<file path="src/rtl/spih_pkg.sv">
`timescale 1ns/1ps
package spih_pkg;

    localparam int BYTE_W   = 8;
    localparam int HALF_MAX = 32;

    typedef enum logic [1:0] {
        REG_DATA = 2'd0,
        REG_CTRL = 2'd1,
        REG_STAT = 2'd2,
        REG_MISC = 2'd3
    } reg_addr_e;

    typedef struct packed {
        logic [1:0] rsvd;
        logic [1:0] div;
        logic       smp;
        logic       cke;
        logic       cpol;
        logic       en;
    } ctrl_t;

    typedef struct packed {
        logic [2:0] rsvd;
        logic       busy;
        logic       col;
        logic       ovf;
        logic       full;
        logic       done;
    } stat_t;

    localparam ctrl_t CTRL_RST = '{rsvd: 2'b00, div: 2'b00, smp: 1'b0,
                                   cke: 1'b1, cpol: 1'b1, en: 1'b0};

    // half period of sclk, in system clocks, for a divider select value
    function automatic int unsigned half_len(input logic [1:0] sel);
        case (sel)
            2'd0:    return 2;
            2'd1:    return 8;
            default: return HALF_MAX;
        endcase
    endfunction

endpackage

</file>
<file path="src/rtl/spih_clkgen.sv">
`timescale 1ns/1ps
module spih_clkgen
    import spih_pkg::*;
#(
    parameter int CW = $clog2(HALF_MAX)
) (
    input  logic       clk,
    input  logic       rst,
    input  logic       run,
    input  logic [1:0] sel,
    output logic       tick
);

    logic [CW-1:0] cnt;
    logic [CW-1:0] last;

    always_comb last = CW'(half_len(sel) - 1);

    assign tick = run && (cnt == last);

    always_ff @(posedge clk) begin
        if (rst || !run) begin
            cnt <= '0;
        end else if (tick) begin
            cnt <= '0;
        end else begin
            cnt <= cnt + 1'b1;
        end
    end


    tick_gap_chk: assert property (@(posedge clk) disable iff (rst)
        tick |=> !tick);

endmodule

</file>
<file path="src/rtl/spih_shifter.sv">
`timescale 1ns/1ps
module spih_shifter
    import spih_pkg::*;
#(
    parameter int DW = BYTE_W
) (
    input  logic          clk,
    input  logic          rst,
    input  logic          start,
    input  logic [DW-1:0] tx_in,
    input  logic          cpol,
    input  logic          cke,
    input  logic          smp,
    input  logic          tick,
    input  logic          miso,
    output logic          busy,
    output logic          sclk,
    output logic          mosi,
    output logic          done,
    output logic [DW-1:0] rx_out
);

    localparam int HW = $clog2(2 * DW);
    localparam logic [HW-1:0] LAST_HALF = HW'(2 * DW - 1);

    logic [HW-1:0] half;
    logic [DW-1:0] tx_sr;
    logic [DW-1:0] rx_sr;
    logic          samp_now;
    logic          end_now;

    always_comb begin
        samp_now = smp ? half[0] : ~half[0];
        end_now  = busy && tick && (half == LAST_HALF);
    end

    always_ff @(posedge clk) begin
        if (rst) begin
            busy  <= 1'b0;
            half  <= '0;
            tx_sr <= '1;
            rx_sr <= '0;
            done  <= 1'b0;
        end else begin
            done <= end_now;
            if (!busy) begin
                if (start) begin
                    busy  <= 1'b1;
                    half  <= '0;
                    tx_sr <= tx_in;
                end
            end else if (tick) begin
                if (samp_now) begin
                    rx_sr <= {rx_sr[DW-2:0], miso};
                end
                if (half[0] && !end_now) begin
                    tx_sr <= {tx_sr[DW-2:0], 1'b1};
                end
                if (end_now) begin
                    busy <= 1'b0;
                end else begin
                    half <= half + 1'b1;
                end
            end
        end
    end

    assign sclk   = busy ? (cpol ^ half[0] ^ ~cke) : cpol;
    assign mosi   = busy ? tx_sr[DW-1] : 1'b1;
    assign rx_out = rx_sr;


    start_idle_chk: assert property (@(posedge clk) disable iff (rst)
        start |-> !busy);


    tx_hold_chk: assert property (@(posedge clk) disable iff (rst)
        (busy && !tick) |=> $stable(tx_sr));


    done_idle_chk: assert property (@(posedge clk) disable iff (rst)
        done |-> !busy);

endmodule

</file>
<file path="src/rtl/spih_regs.sv">
`timescale 1ns/1ps
module spih_regs
    import spih_pkg::*;
#(
    parameter int DW = BYTE_W
) (
    input  logic          clk,
    input  logic          rst,
    input  logic [1:0]    addr,
    input  logic          wr,
    input  logic          rd,
    input  logic [DW-1:0] wdata,
    output logic [DW-1:0] rdata,
    input  logic          busy,
    input  logic          xfer_done,
    input  logic [DW-1:0] rx_byte,
    output logic          start,
    output logic [DW-1:0] tx_byte,
    output logic          cpol,
    output logic          cke,
    output logic          smp,
    output logic [1:0]    div,
    output logic          irq,
    output logic          cs_n
);

    ctrl_t         ctrl_q;
    stat_t         st;
    logic          done_q, full_q, ovf_q, col_q;
    logic          ie_q, cs_q;
    logic [DW-1:0] rbuf;
    reg_addr_e     a;
    logic          wr_data, wr_ctrl, wr_stat, wr_misc, rd_data;
    logic [7:0]    ctrl_bits;
    logic [7:0]    stat_bits;
    logic [7:0]    misc_bits;

    always_comb begin
        a       = reg_addr_e'(addr);
        wr_data = wr && (a == REG_DATA);
        wr_ctrl = wr && (a == REG_CTRL);
        wr_stat = wr && (a == REG_STAT);
        wr_misc = wr && (a == REG_MISC);
        rd_data = rd && (a == REG_DATA);
        start   = wr_data && ctrl_q.en && !busy;
        tx_byte = wdata;
    end

    always_ff @(posedge clk) begin
        if (rst) begin
            ctrl_q <= CTRL_RST;
            ie_q   <= 1'b0;
            cs_q   <= 1'b1;
            done_q <= 1'b0;
            full_q <= 1'b0;
            ovf_q  <= 1'b0;
            col_q  <= 1'b0;
            rbuf   <= '0;
        end else begin
            if (wr_ctrl) begin
                ctrl_q <= ctrl_t'(wdata[7:0]);
            end
            if (wr_misc) begin
                ie_q <= wdata[0];
                cs_q <= wdata[1];
            end
            if (xfer_done) begin
                done_q <= 1'b1;
            end else if (wr_stat && !wdata[0]) begin
                done_q <= 1'b0;
            end
            if (wr_data && busy) begin
                col_q <= 1'b1;
            end else if (wr_stat && !wdata[3]) begin
                col_q <= 1'b0;
            end
            if (xfer_done && full_q) begin
                ovf_q <= 1'b1;
            end else if (wr_stat && !wdata[2]) begin
                ovf_q <= 1'b0;
            end
            if (xfer_done && !full_q) begin
                full_q <= 1'b1;
                rbuf   <= rx_byte;
            end else if (rd_data) begin
                full_q <= 1'b0;
            end
        end
    end

    always_comb begin
        st        = '{rsvd: 3'b000, busy: busy, col: col_q, ovf: ovf_q,
                      full: full_q, done: done_q};
        ctrl_bits = ctrl_q;
        stat_bits = st;
        misc_bits = {6'b000000, cs_q, ie_q};
        case (a)
            REG_DATA: rdata = rbuf;
            REG_CTRL: rdata = DW'(ctrl_bits);
            REG_STAT: rdata = DW'(stat_bits);
            default:  rdata = DW'(misc_bits);
        endcase
    end

    assign cpol = ctrl_q.cpol;
    assign cke  = ctrl_q.cke;
    assign smp  = ctrl_q.smp;
    assign div  = ctrl_q.div;
    assign irq  = ie_q && done_q;
    assign cs_n = cs_q;


    done_rise_chk: assert property (@(posedge clk) disable iff (rst)
        $rose(done_q) |-> $past(xfer_done));


    ovf_keep_chk: assert property (@(posedge clk) disable iff (rst)
        $rose(ovf_q) |-> $stable(rbuf));


    col_rise_chk: assert property (@(posedge clk) disable iff (rst)
        $rose(col_q) |-> $past(wr && (addr == 2'd0) && busy));


    full_fall_chk: assert property (@(posedge clk) disable iff (rst)
        $fell(full_q) |-> $past(rd && (addr == 2'd0)));


    cs_hold_chk: assert property (@(posedge clk) disable iff (rst)
        !(wr && (addr == 2'd3)) |=> $stable(cs_q));

endmodule

</file>
<file path="src/rtl/spi_host_port.sv">
`timescale 1ns/1ps
module spi_host_port
    import spih_pkg::*;
#(
    parameter int DW = BYTE_W
) (
    input  logic          clk,
    input  logic          rst,
    input  logic [1:0]    bus_addr,
    input  logic          bus_wr,
    input  logic          bus_rd,
    input  logic [DW-1:0] bus_wdata,
    output logic [DW-1:0] bus_rdata,
    output logic          irq,
    output logic          sclk,
    output logic          mosi,
    input  logic          miso,
    output logic          cs_n
);

    logic          busy, xfer_done, start, tick;
    logic          cpol, cke, smp;
    logic [1:0]    div;
    logic [DW-1:0] rx_byte, tx_byte;

    spih_regs #(.DW(DW)) u_regs (
        .clk       (clk),
        .rst       (rst),
        .addr      (bus_addr),
        .wr        (bus_wr),
        .rd        (bus_rd),
        .wdata     (bus_wdata),
        .rdata     (bus_rdata),
        .busy      (busy),
        .xfer_done (xfer_done),
        .rx_byte   (rx_byte),
        .start     (start),
        .tx_byte   (tx_byte),
        .cpol      (cpol),
        .cke       (cke),
        .smp       (smp),
        .div       (div),
        .irq       (irq),
        .cs_n      (cs_n)
    );

    spih_clkgen u_clkgen (
        .clk  (clk),
        .rst  (rst),
        .run  (busy),
        .sel  (div),
        .tick (tick)
    );

    spih_shifter #(.DW(DW)) u_shift (
        .clk    (clk),
        .rst    (rst),
        .start  (start),
        .tx_in  (tx_byte),
        .cpol   (cpol),
        .cke    (cke),
        .smp    (smp),
        .tick   (tick),
        .miso   (miso),
        .busy   (busy),
        .sclk   (sclk),
        .mosi   (mosi),
        .done   (xfer_done),
        .rx_out (rx_byte)
    );

endmodule

</file>
<file path="config.mk">
export PLATFORM = sky130hd
export DESIGN_NAME = spi_host_port
export DESIGN_NICKNAME = d
export VERILOG_FILES = /design/src/rtl/spih_pkg.sv /design/src/rtl/spih_clkgen.sv /design/src/rtl/spih_shifter.sv /design/src/rtl/spih_regs.sv /design/src/rtl/spi_host_port.sv
export SDC_FILE = /design/constraint.sdc
export NUM_CORES = 1
export LEC_CHECK = 0
export ABC_AREA = 1
export BUFFER_PORTS_ARGS = -buffer_cell sky130_fd_sc_hd__buf_2
export CORE_UTILIZATION = 35
export CTS_CLUSTER_DIAMETER = 150
export DETAILED_ROUTE_END_ITERATION = 12
export GPL_ROUTABILITY_DRIVEN = 1
export GPL_TIMING_DRIVEN = 1
export PLACE_DENSITY = 0.56
export SYNTH_ARGS = -nofsm -noshare
export SYNTH_HDL_FRONTEND = slang
export SYNTH_HIERARCHICAL = 1
export SYNTH_SLANG_ARGS = --single-unit
</file>
<file path="constraint.sdc">
create_clock -name clk -period 4.2 [get_ports clk]
set_input_delay 1.05 -clock clk [delete_from_list [all_inputs] [get_ports clk]]
set_output_delay 1.05 -clock clk [all_outputs]
set_load 0.005 [all_outputs]
</file>
==> metrics.md <==
| Metric | Value |
|---|---|
| Syn_nets | `372` |
| Most used DFF post-synth | `dfxtp_1` |
| Row count | `29` |
| Total congestion overflow | `0` |
| Syn_area_per_cell | `6.82 um2` |
| Core Area | `6490 um2` |
| Mapped Area | `2410 um2` |
| Starting Density | `37.2%` |
| DRT Pass-1 Iters | `4` |
| Vias in the first global route | `1,923` |
| IO Pins | `27` |
| Final setup viols | `0` |
| CTS tree | `yes` |
| CP bufs+invs | `2` |
| Critical path endpoint category | `output pin` |
| Count of cell types in the netlist | `28` |
| Area Overhead vs Synth | `7.62%` |
| Final Critical Period | `3.03 ns` |
| Final hold viol count | `0` |
| Ant diodes | `0` |
| Maximum VDD drop | `0.000162 V` |
| Initial antenna violation count | `0` |
| FF-to-FF Start | `u_regs/div[0]$_SDFFE_PP0P_` |
| Skew final | `0.0115 ns` |
| Synth Instances | `354` |
| Fmax | `0.330 GHz` |
| Crit path cell chain | `buf_2 > nor2_2 > nand2_1 > nand3_1 > buf_2` |
| Seq/Total Area, Yosys | `40.6%` |
| Synth top area share | `40.6%` |
| Slew @ Worst Pin | `0.666 ns` |
| # Max-Cap Violations | `0` |
| Routed vias/inst | `4.75` |
| Largest net degree at the start of global routing | `19` |
| Ys async rst share | `0%` |
| Antenna Violating Nets Remaining | `0` |
| Per-cell routed wire length | `12.1 um` |
| WL final | `5.38 mm` |
| Via count | `2,115` |
| Cell with the most instances after synthesis | `nand2_1` |
| Cts hold-fix bufs | `0` |
| Clock buffer count from CTS | `5` |
| RSZ-0062 raised after global routing | `no` |
| Setup CP Type | `input port to output pin` |
| Pwr/cell area | `315 nW/um2` |
| Top cells by count, synth | `nand2_1, nor2_1, dfxtp_1` |
| Design Area, Final | `2600 um2` |
| Worst Path Required | `3.15 ns` |
| Slowest CP cell | `nor2_2` |
| Final core occ | `40.0%` |
| Max incr delay on CP | `0.39 ns` |
| Crit path DAT | `1.98 ns` |
| Hold EP | `u_shift/tx_sr[7]$_SDFFE_PP1P_` |
| Final setup TNS | `0 ns` |
| Slew Limit Headroom | `55.6%` |
| Critical Path Most Common Cell | `buf_2` |
| Period utilization | `72.1%` |
| Clock tree buffer depth | `2` |
| Post-route DRC violation count | `0` |
| Dpl hpwl | `3.90 mm` |
| Clk slew on worst S/H paths | `0.08 ns` |
| R2r setup slk | `1.90 ns` |
| Die area | `7240 um2` |
| Filler Cell Count | `715` |
| Hold path cells | `2` |
| Placed instance area | `2510 um2` |
| Post-synth EDFFs | `0` |
| Status | `complete, no violations` |
| Post-cts sizing count | `0` |
| Share of post-route cells with drive strength above 1 | `13.0%` |
| Worst R2R Path Depth | `13` |
| 1st-iter DRT viols | `65` |
| Hold Crit Class | `register to register` |
| Worst reg2reg path endpoint | `u_shift/tx_sr[6]$_SDFFE_PP1P_` |
| CP max FO | `11` |
| Skew-Pair Late Insertion Delay | `0.30 ns` |
| Count of pins over their slew limit | `0` |
| Synthesis Warnings | `6` |
| All-Layer GR Usage | `16.3%` |
| Number of port buffers | `26` |
| Cell family with most CP delay | `simple AND/OR/NAND/NOR gates` |
| Leakage | `1.30 nW` |
| First-pass GRT wire length | `9.27 mm` |
| Setup Buffers After CTS | `0` |
| Cell accounting for the most synthesized area | `dfxtp_1` |
| Top cells by area, synth | `dfxtp_1, nand2_1, nor2_1` |
| H-tree Lvls | `2` |
| Yosys reg bits | `49` |
| Worst setup SP type | `input port` |
| Root Buffer | `clkbuf_8` |
| Die X | `85.1 um` |
| GPL Wtd Cong | `0.808` |
| Hold path startpoint | `u_shift/tx_sr[7]$_SDFFE_PP1P_` |
| Die height | `85.1 um` |
| CTS sink cnt | `49` |
| Final net count | `386` |
==> cells in the final DEF, fill, tap and decap left out, drive strengths merged <==
master,instances
a22o,3
a21oi,11
clkbuf,7
ha,3
clkinv,2
xor2,1
nand3,19
o21ai,19
buf,27
nor2,69
xnor2,3
inv,34
dfxtp,49
nand4,14
or2,2
o211ai,1
nand2,104
==> where the power goes <==
part / internal, mW / switching (mW)
combinational: 0.0215 / 0.0416
clock: 0.131 / 0.148
sequential: 0.471 / 0.00529
total: 0.623 / 0.195
==> flip-flops by register name, indices dropped and copies added, names as in the netlist <==
signal and count:
u_regs/rbuf 8, u_shift/rx_out 8, u_shift/tx_sr 8, u_clkgen/cnt 5, u_shift/half 4, u_regs/ctrl_bits 3
u_regs/div 2, u_regs/cke 1, u_regs/col_q 1, u_regs/cpol 1, u_regs/cs_n 1, u_regs/done_q 1
u_regs/full_q 1, u_regs/ie_q 1, u_regs/ovf_q 1, u_regs/smp 1, u_shift/busy 1, u_shift/done 1
==> layout make-up <==
type | count | area, um2 | area share (%)
clock buffers | 7 | 86.3 | 3.32
inverters | 36 | 135 | 5.20
multi-input cells | 249 | 1160 | 44.7
flip-flops and latches | 49 | 981 | 37.7
well taps | 77 | 96.3 | 3.71
repair buffers | 27 | 138 | 5.30
==> metal layers <==
layer	part of all wire (%)	track usage [%]	vias to the layer above
met4	0.98	5.08	0
met1	50	21.6	953
met5	0	0	-
li1	-	-	1135
met3	2.4	3.02	4
met2	46	26.8	23
==> cell families after synthesis <==
logic type / share of synthesized area (%)
and+or+nand+nor: 37.0
buffers and inverters: 11.2
DFF: 40.6
AOI/OAI and AO/OA: 8.13
xor gates and xnor gates: 1.45
adders and majority gates: 1.55
==> how the worst max path moves through the flow <==
stage	start	end	slack (ns)	cells past startpoint
CTS	bus_addr[1]	bus_rdata[4]	1.17	5
detailed placement	bus_addr[1]	bus_rdata[4]	1.18	5
floorplan	bus_addr[1]	bus_rdata[1]	1.57	5
finish	bus_addr[1]	bus_rdata[4]	1.17	5
global placement	bus_addr[1]	bus_rdata[4]	1.18	5
global route	bus_addr[1]	bus_rdata[4]	1.09	6
==> stage by stage <==
step / std cells / hold WS, ns / power [mW] / setup WS, ns
3_5_place_dp: 438 / 0.435 / 0.550 / 1.18
3_3_place_gp: 438 / 0.435 / 0.550 / 1.18
5_1_grt: 445 / 0.483 / 0.862 / 1.09
6_report: 445 / 0.452 / 0.818 / 1.17
2_1_floorplan: 354 / 0.421 / 0.533 / 1.57
4_1_cts: 445 / 0.458 / 0.831 / 1.17
==> worst register-to-register path, cell delays in order, from the launching register on <==
cell and delay [ns]:
dfxtp_1 0.43, inv_1 0.07, nand2_1 0.09, ha_1 0.25
nand2_1 0.07, nand2_1 0.05, nor2_1 0.12, nand3_2 0.09
inv_1 0.06, nand2_1 0.09, nand2_1 0.38, nand3_2 0.28
nand2_1 0.13, nand3_1 0.06
Power figures use the tool's default switching activity.
